--- config.mk ---
export PLATFORM = sky130hd
export DESIGN_NAME = branch_unit
export DESIGN_NICKNAME = d
export VERILOG_FILES = /design/src/rtl/bru_pkg.sv /design/src/rtl/bru_cond_eval.sv /design/src/rtl/bru_seq_pc.sv /design/src/rtl/bru_link_gen.sv /design/src/rtl/branch_unit.sv
export SDC_FILE = /design/constraint.sdc
export NUM_CORES = 1
export LEC_CHECK = 0
export ABC_AREA = 0
export BUFFER_PORTS_ARGS = -buffer_cell sky130_fd_sc_hd__clkbuf_2
export CORE_UTILIZATION = 35
export DETAILED_ROUTE_END_ITERATION = 16
export HOLD_SLACK_MARGIN = 0.12
export PLACE_DENSITY = 0.73
export RECOVER_POWER = 100
export SYNTH_ARGS = -nofsm -noshare
export SYNTH_HDL_FRONTEND = slang
export SYNTH_SLANG_ARGS = --single-unit
--- constraint.sdc ---
create_clock -name clk -period 5.67 [get_ports clk]
set_input_delay 0.2835 -clock clk [delete_from_list [all_inputs] [get_ports clk]]
set_output_delay 0.2835 -clock clk [all_outputs]
set_load 0.05 [all_outputs]
--- src/rtl/bru_pkg.sv ---
package bru_pkg;
    localparam int COND_W = 3;

    typedef enum logic [COND_W-1:0] {
        COND_NEVER   = 3'b000,
        COND_ALWAYS  = 3'b001,
        COND_ZERO    = 3'b010,
        COND_NONZERO = 3'b011,
        COND_NONNEG  = 3'b100,
        COND_NEG     = 3'b101,
        COND_RSV6    = 3'b110,
        COND_RSV7    = 3'b111
    } cond_e;
endpackage

--- src/rtl/bru_cond_eval.sv ---
module bru_cond_eval
    import bru_pkg::*;
#(
    parameter int XLEN = 32
) (
    input  cond_e            code,
    input  logic [XLEN-1:0]  val,
    output logic             met
);
    logic is_zero;
    logic is_neg;

    assign is_zero = (val == '0);
    assign is_neg  = val[XLEN-1];

    always_comb begin
        unique case (code)
            COND_NEVER:   met = 1'b0;
            COND_ALWAYS:  met = 1'b1;
            COND_ZERO:    met = is_zero;
            COND_NONZERO: met = !is_zero;
            COND_NONNEG:  met = !is_neg;
            COND_NEG:     met = is_neg;
            COND_RSV6:    met = 1'b0;
            COND_RSV7:    met = 1'b0;
        endcase
    end
endmodule

--- src/rtl/bru_seq_pc.sv ---
module bru_seq_pc #(
    parameter int XLEN       = 32,
    parameter int INSTR_BITS = 32
) (
    input  logic [XLEN-1:0] pc,
    output logic [XLEN-1:0] seq_pc
);
    localparam int STEP = INSTR_BITS / 8;

    assign seq_pc = pc + XLEN'(STEP);
endmodule

--- src/rtl/bru_link_gen.sv ---
module bru_link_gen #(
    parameter int XLEN  = 32,
    parameter int IDX_W = 5
) (
    input  logic             br_valid,
    input  logic             link_req,
    input  logic [IDX_W-1:0] idx_in,
    input  logic [XLEN-1:0]  ret_addr,
    output logic             we,
    output logic [IDX_W-1:0] idx,
    output logic [XLEN-1:0]  data
);
    assign we   = br_valid && link_req;
    assign idx  = idx_in;
    assign data = ret_addr;
endmodule

--- src/rtl/branch_unit.sv ---
module branch_unit
    import bru_pkg::*;
#(
    parameter int XLEN       = 32,
    parameter int NREGS      = 32,
    parameter int CNT_W      = 12,
    parameter int INSTR_BITS = 32,
    localparam int IDX_W     = $clog2(NREGS)
) (
    input  logic             clk,
    input  logic             rst_n,
    input  logic             advance,
    input  logic             br_valid,
    input  logic [CNT_W-1:0] cnt_field,
    input  logic [XLEN-1:0]  tgt_val,
    input  logic [XLEN-1:0]  cond_val,
    input  logic             link_req,
    input  logic [IDX_W-1:0] link_idx_in,
    output logic             taken,
    output logic [XLEN-1:0]  next_pc,
    output logic [XLEN-1:0]  pc,
    output logic             link_we,
    output logic [IDX_W-1:0] link_idx,
    output logic [XLEN-1:0]  link_data
);
    cond_e           code;
    logic            cond_met;
    logic [XLEN-1:0] seq_pc;
    logic [XLEN-1:0] pc_q;
    logic            unused_cnt_hi;

    assign code          = cond_e'(cnt_field[COND_W-1:0]);
    assign unused_cnt_hi = ^cnt_field[CNT_W-1:COND_W];

    bru_cond_eval #(.XLEN(XLEN)) u_cond (
        .code (code),
        .val  (cond_val),
        .met  (cond_met)
    );

    bru_seq_pc #(.XLEN(XLEN), .INSTR_BITS(INSTR_BITS)) u_seq (
        .pc     (pc_q),
        .seq_pc (seq_pc)
    );

    bru_link_gen #(.XLEN(XLEN), .IDX_W(IDX_W)) u_link (
        .br_valid (br_valid),
        .link_req (link_req),
        .idx_in   (link_idx_in),
        .ret_addr (seq_pc),
        .we       (link_we),
        .idx      (link_idx),
        .data     (link_data)
    );

    assign taken   = br_valid && cond_met;
    assign next_pc = taken ? tgt_val : seq_pc;

    always_ff @(posedge clk or negedge rst_n) begin
        if (!rst_n)
            pc_q <= '0;
        else if (advance)
            pc_q <= next_pc;
    end

    assign pc = pc_q;
endmodule

Word level (Yosys, flattened, before mapping):

Index checks and enable logic that the tools add are counted.

* logic and storage cells: 18
* output and inout port bits: 103
* register bits: 32
* bits of input ports: 86

* add/subtract/negate cells: 1
* reduce and logical (&&, ||, !) cells: 7
* eq/ne operators: 7
* muxes and demuxes: 2

Operator list (count)
* 32-bit by 3-bit adder with 32-bit output (second input constant): 1
* 32-bit logical NOT: 1
* 32-bit two-way mux: 1
* 3-bit equality test (second input constant): 4
* 3-bit by 2-bit equality test with 1-bit output (second input constant): 2
* 1-bit case mux with 6 select lines: 1
* 3-bit by 1-bit equality test with 1-bit output (second input constant): 1
* 3-bit logical NOT: 1
* 3-bit OR reduction: 1
* 1-bit logical AND: 2
* 1-bit logical NOT: 2

Longest topological paths before layout:

* word-level depth: 5
* gate-level depth with buffers: 10
* depth with buffers taken out: 7

Hierarchy:

From an unflattened synthesis, not the netlist that was laid out.

* cells, all modules: 360
* area total of the unflattened synthesis: 3188.1 µm²

Modules (own cells, without submodules)
* branch_unit: sequential area each 800.8 µm², cells each 219, area an instance 2189.6 µm², times used 1
* bru_seq_pc: sequential area each 0.0 µm², cells each 83, area an instance 580.6 µm², times used 1
* bru_link_gen: sequential area each 0.0 µm², cells each 38, area an instance 284.0 µm², times used 1
* bru_cond_eval: sequential area each 0.0 µm², cells each 20, area an instance 133.9 µm², times used 1

Worst setup path before layout:

OpenSTA, ideal clock, no wires.

* path kind: flip-flop to output port
* from: register pc_q[2], in the netlist pc[2]
* to: output port next_pc[22]
* stages on the path, launching flop included: 8
* data arrival time: 3.440 ns
* path buffers: 0
* path slack: 1.946 ns
* required time: 5.387 ns
* path through: dfrtp_1 ha_1 nand3_1 nor4_1 and4_1 xor2_1 nor2_1 nor2_1

* longest elaborated chain between the ends: 2

Ends and longest elaborated chain
* start: declaration: RTL line branch_unit.sv:29 `logic [XLEN-1:0] pc_q;`
* start signal: assignment: RTL line branch_unit.sv:63 `pc_q <= next_pc;`
* 32-bit by 3-bit adder with 32-bit output: RTL line bru_seq_pc.sv:10 `assign seq_pc = pc + XLEN'(STEP);`
* named net link_data[22]: RTL line branch_unit.sv:24 `output logic [XLEN-1:0] link_data`
* 32-bit two-way mux: RTL line branch_unit.sv:57 `assign next_pc = taken ? tgt_val : seq_pc;`
* end: declaration: RTL line branch_unit.sv:20 `output logic [XLEN-1:0] next_pc,`

The timed path passes the listed nets, and every way through them passes these cells.

Final worst setup path:

* from: input port cond_val[25]
* to: output port next_pc[3]

* longest elaborated chain between the ends: 5

Ends and longest elaborated chain
* start: declaration: RTL line branch_unit.sv:16 `input logic [XLEN-1:0] cond_val,`
* 32-bit logical NOT (*): RTL line bru_cond_eval.sv:13 `assign is_zero = (val == '0);`
* 1-bit logical NOT: RTL line bru_cond_eval.sv:21 `COND_NONZERO: met = !is_zero;`
* 1-bit case mux with 6 select lines (*): RTL line bru_cond_eval.sv:17 `unique case (code)`
* 1-bit logical AND (*): RTL line branch_unit.sv:56 `assign taken = br_valid && cond_met;`
* 32-bit two-way mux (*): RTL line branch_unit.sv:57

Mark *: on every way between the ends. The rest lies on a longest branch, timed or not.

==> summary.md <==
| Metric | Value |
|---|---|
| Critical path cell sequence | clkbuf_2, nor4_1, nand4_1, o21ai_0, and3_4, clkinv_2, mux2_1, clkbuf_1 |
| Area Overhead vs Synth | 24.4% |
| Gpl congestion | 0.753 |
| Hold Vio Cnt, Final | 0 |
| Static Leak | 1.68 nW |
| Crit path arrival time | 3810 ps |
| Most frequent cells in the layout | 95 x clkbuf_1, 75 x clkbuf_2, 50 x nor2_1, 50 x nand2_1, 32 x dfrtp_1 |
| Maxcap violations | 1 |
| Peak Freq | 244 MHz |
| Largest net degree at the start of global routing | 74 |
| Clock Pin Slew Worst Setup and Hold Paths | 70 ps |
| Power Internal | 650 uW |
| Switching share of power | 66.4% |
| Core area | 8220 um^2 |
| Row cnt | 33 |
| Sum of negative setup slack | 0 ps |
| Residual DRC | 0 |
| IO buf count | 169 |
| Die H | 94.4 um |
| Most common cell after layout, fill and taps aside | clkbuf_1 |
| Clock Root Buffer | clkbuf_8 |
| Hold crit path type | in -> reg |
| Worst Reg-to-Reg Cells | 6 |
| Logic pwr share | 70.6% |
| Per-cell routed wire length | 13.7 um |
| HPWL Detailed | 6360 um |
| CP Data Required Time | 5390 ps |
| Top-Level Pins | 189 |
| CP startpoint kind | primary input |
| H-tree levels | 2 |
| Clock Latency Late Sink | 280 ps |
| Congestion Overflow GR | 0 |
| CP Launch Point | cond_val[25] |
| Actual slew at the worst max-slew pin | 1840 ps |
| Crit. path cell count | 8 |
| Max VDD drop | 500 uV |
| Crit share post-route | 72.1% |
| Via count | 3274 |
| Worst hold slack | 253 ps |
| PwrDens | 521 nW/um^2 |
| Slowest Stage Delay on Critical Path | 880 ps |
| Final wirelength | 8670 um |
| Reg2reg setup slack | 2820 ps |
| Synth warn | 0 |
| Synth Net Count | 468 |
| Max-slew violations | 33 |
| Outcome | complete, but fails checks |
| Vias per cell | 5.16 |
| Vias in the first global route | 2849 |
| DRT antenna net count | 0 |
| Post-synth EDFFs | 0 |
| Share of layout cells above drive strength 1 | 18.5% |
| RSZ-0062 raised after global routing | false |
| Synthesized cell area | 2990 um^2 |
| Post-Syn Area per Cell | 7.84 um^2 |
| Minimum clock period | 4090 ps |
| Synth area leader | dfrtp_1 |
| TritonCTS Sinks | 32 |
| DRT iter0 DRCs | 118 |
| Nets@finish | 617 |
| CTS Buffer Depth | 2 |
| GRT Util Overall | 18.9% |
| Max FFs per register | 32 |
| Psw | 1.29 mW |
| Crit path to | next_pc[3] |
| DIE WIDTH | 94.4 um |
| CP max stage cell | and3_4 |
| Family with the most delay on the worst path | buffers and inverters |
| CTS-repair resized insts | 0 |
| CTS Buf Count | 5 |
| Total power | 1.94 mW |
| Die area | 8910 um^2 |
| Relative slew slack | -22.8% |
| R2R Path Start | pc[9]$_DFFE_PN0P_ |
| Initial Utilization | 36.3% |
| Yosys top cell area share | 26.8% |
| FFs w/ async S/R, synth | 100% |
| Crit Reg-Reg Endpoint | pc[28]$_DFFE_PN0P_ |
| Synth Register Bits | 32 |
| Hold_buf cts | 0 |
| Failing checks | max-capacitance violations, max-slew violations |
| Placement-stage cell area | 3790 um^2 |
| Primary FF master, synth | dfrtp_1 |
| Critical path endpoint category | output pin |
| Top cells by area, synth | dfrtp_1 27%, mux2i_1 6.7%, xnor2_1 6.5% |
| WP buf/inv | 3 |
| Clock power frac | 8.7% |
| Antenna violations before repair | 0 |
| Final setup viols | 0 |
| Sequential fraction of the synthesis area | 26.8% |
| Setup CP Type | in -> out |
| Fin area | 3720 um^2 |
| Post-Syn Instances | 381 |
| Reg power frac | 20.7% |
| DR pass1 iterations | 4 |
| Synth unique cells | 47 |
| Clock Skew | 4.90 ps |
| Post-CTS Setup Bufs | 0 |
| Antenna Cells | 0 |
| Core Util, Final | 45.2% |
| Crit-path max FO | 73 |
| First-pass GRT wire length | 13400 um |
| CTS tree | built |
-- power by group through the flow --
| stage | Combinational, mW | Sequential (mW) | Clock, mW |
|---|---|---|---|
| global route | 1.44 | 0.413 | 0.183 |
| CTS | 1.44 | 0.400 | 0.175 |
| finish | 1.37 | 0.402 | 0.168 |
| global placement | 1.42 | 0.399 | 0 |
| detailed placement | 1.43 | 0.403 | 0 |
| floorplan | 0.928 | 0.615 | 0 |
-- tightest hold or removal path, cell delays in order --
cell,delay [ps]
clkbuf_2,90
nand3_1,60
nand3_1,70
-- cell families (layout without fill, tap and decap cells) --
logic type,count (synthesis),in the layout,share of synthesized area [%]
simple gates,184,184,30.5
fa+ha+maj,1,1,0.419
xor+xnor,29,29,9.51
buf+inv,45,194,8.46
flops,32,32,26.8
compound gates,59,59,13.5
mux,31,31,10.9
-- synth_stat cells (2+ instances only) --
master      n
nand2_1    50
nor2_1     50
dfrtp_1    32
nand3_1    30
xnor2_1    22
mux2i_1    20
inv_1      16
o21ai_0    16
a22oi_1    14
buf_4      11
nor4_1     11
nor2b_1     9
a21boi_1    8
a2bb2oi_1   8
clkbuf_1    8
nand4_1     8
a31oi_1     6
and3_1      6
mux2_2      6
buf_6       5
mux2_1      5
nand3b_1    4
xnor2_2     4
buf_2       3
xor2_1      3
nor3_1      2
nor3_4      2
nor4_2      2
or2_2       2
-- final cells by class --
class | instances | area (um^2)
multi-input cells | 304 | 1910
clock buffers | 6 | 72.6
fillers | 896 | 4500
well taps | 105 | 131
inverters | 17 | 65.1
flip-flops and latches | 32 | 801
clock inverters | 1 | 5.00
repair buffers | 170 | 736
-- routing by layer --
layer / routed length, um / up-vias / global-route usage [%]
met1: 3950 / 1526 / 24.1
li1: - / 1626 / -
met3: 495 / 6 / 3.06
met5: 0 / - / 0
met2: 4170 / 116 / 33.8
met4: 57 / 0 / 3.59
-- how the worst min path moves through the flow --
stage	from	cells past startpoint	to	slack (ps)
floorplan	rst_n	0	pc[0]$_DFFE_PN0P_	-10
global placement	rst_n	1	pc[23]$_DFFE_PN0P_	430
detailed placement	rst_n	1	pc[23]$_DFFE_PN0P_	440
CTS	rst_n	1	pc[23]$_DFFE_PN0P_	130
global route	tgt_val[7]	3	pc[7]$_DFFE_PN0P_	260
finish	tgt_val[19]	3	pc[19]$_DFFE_PN0P_	250
-- through the flow --
step,worst slack (ps),std cells
after global placement,1750,628
final,1580,635
after detailed placement,1670,628
after global routing,1200,635
after floorplan,1950,381
after CTS,1660,635
(Power assumes the default switching activity.)
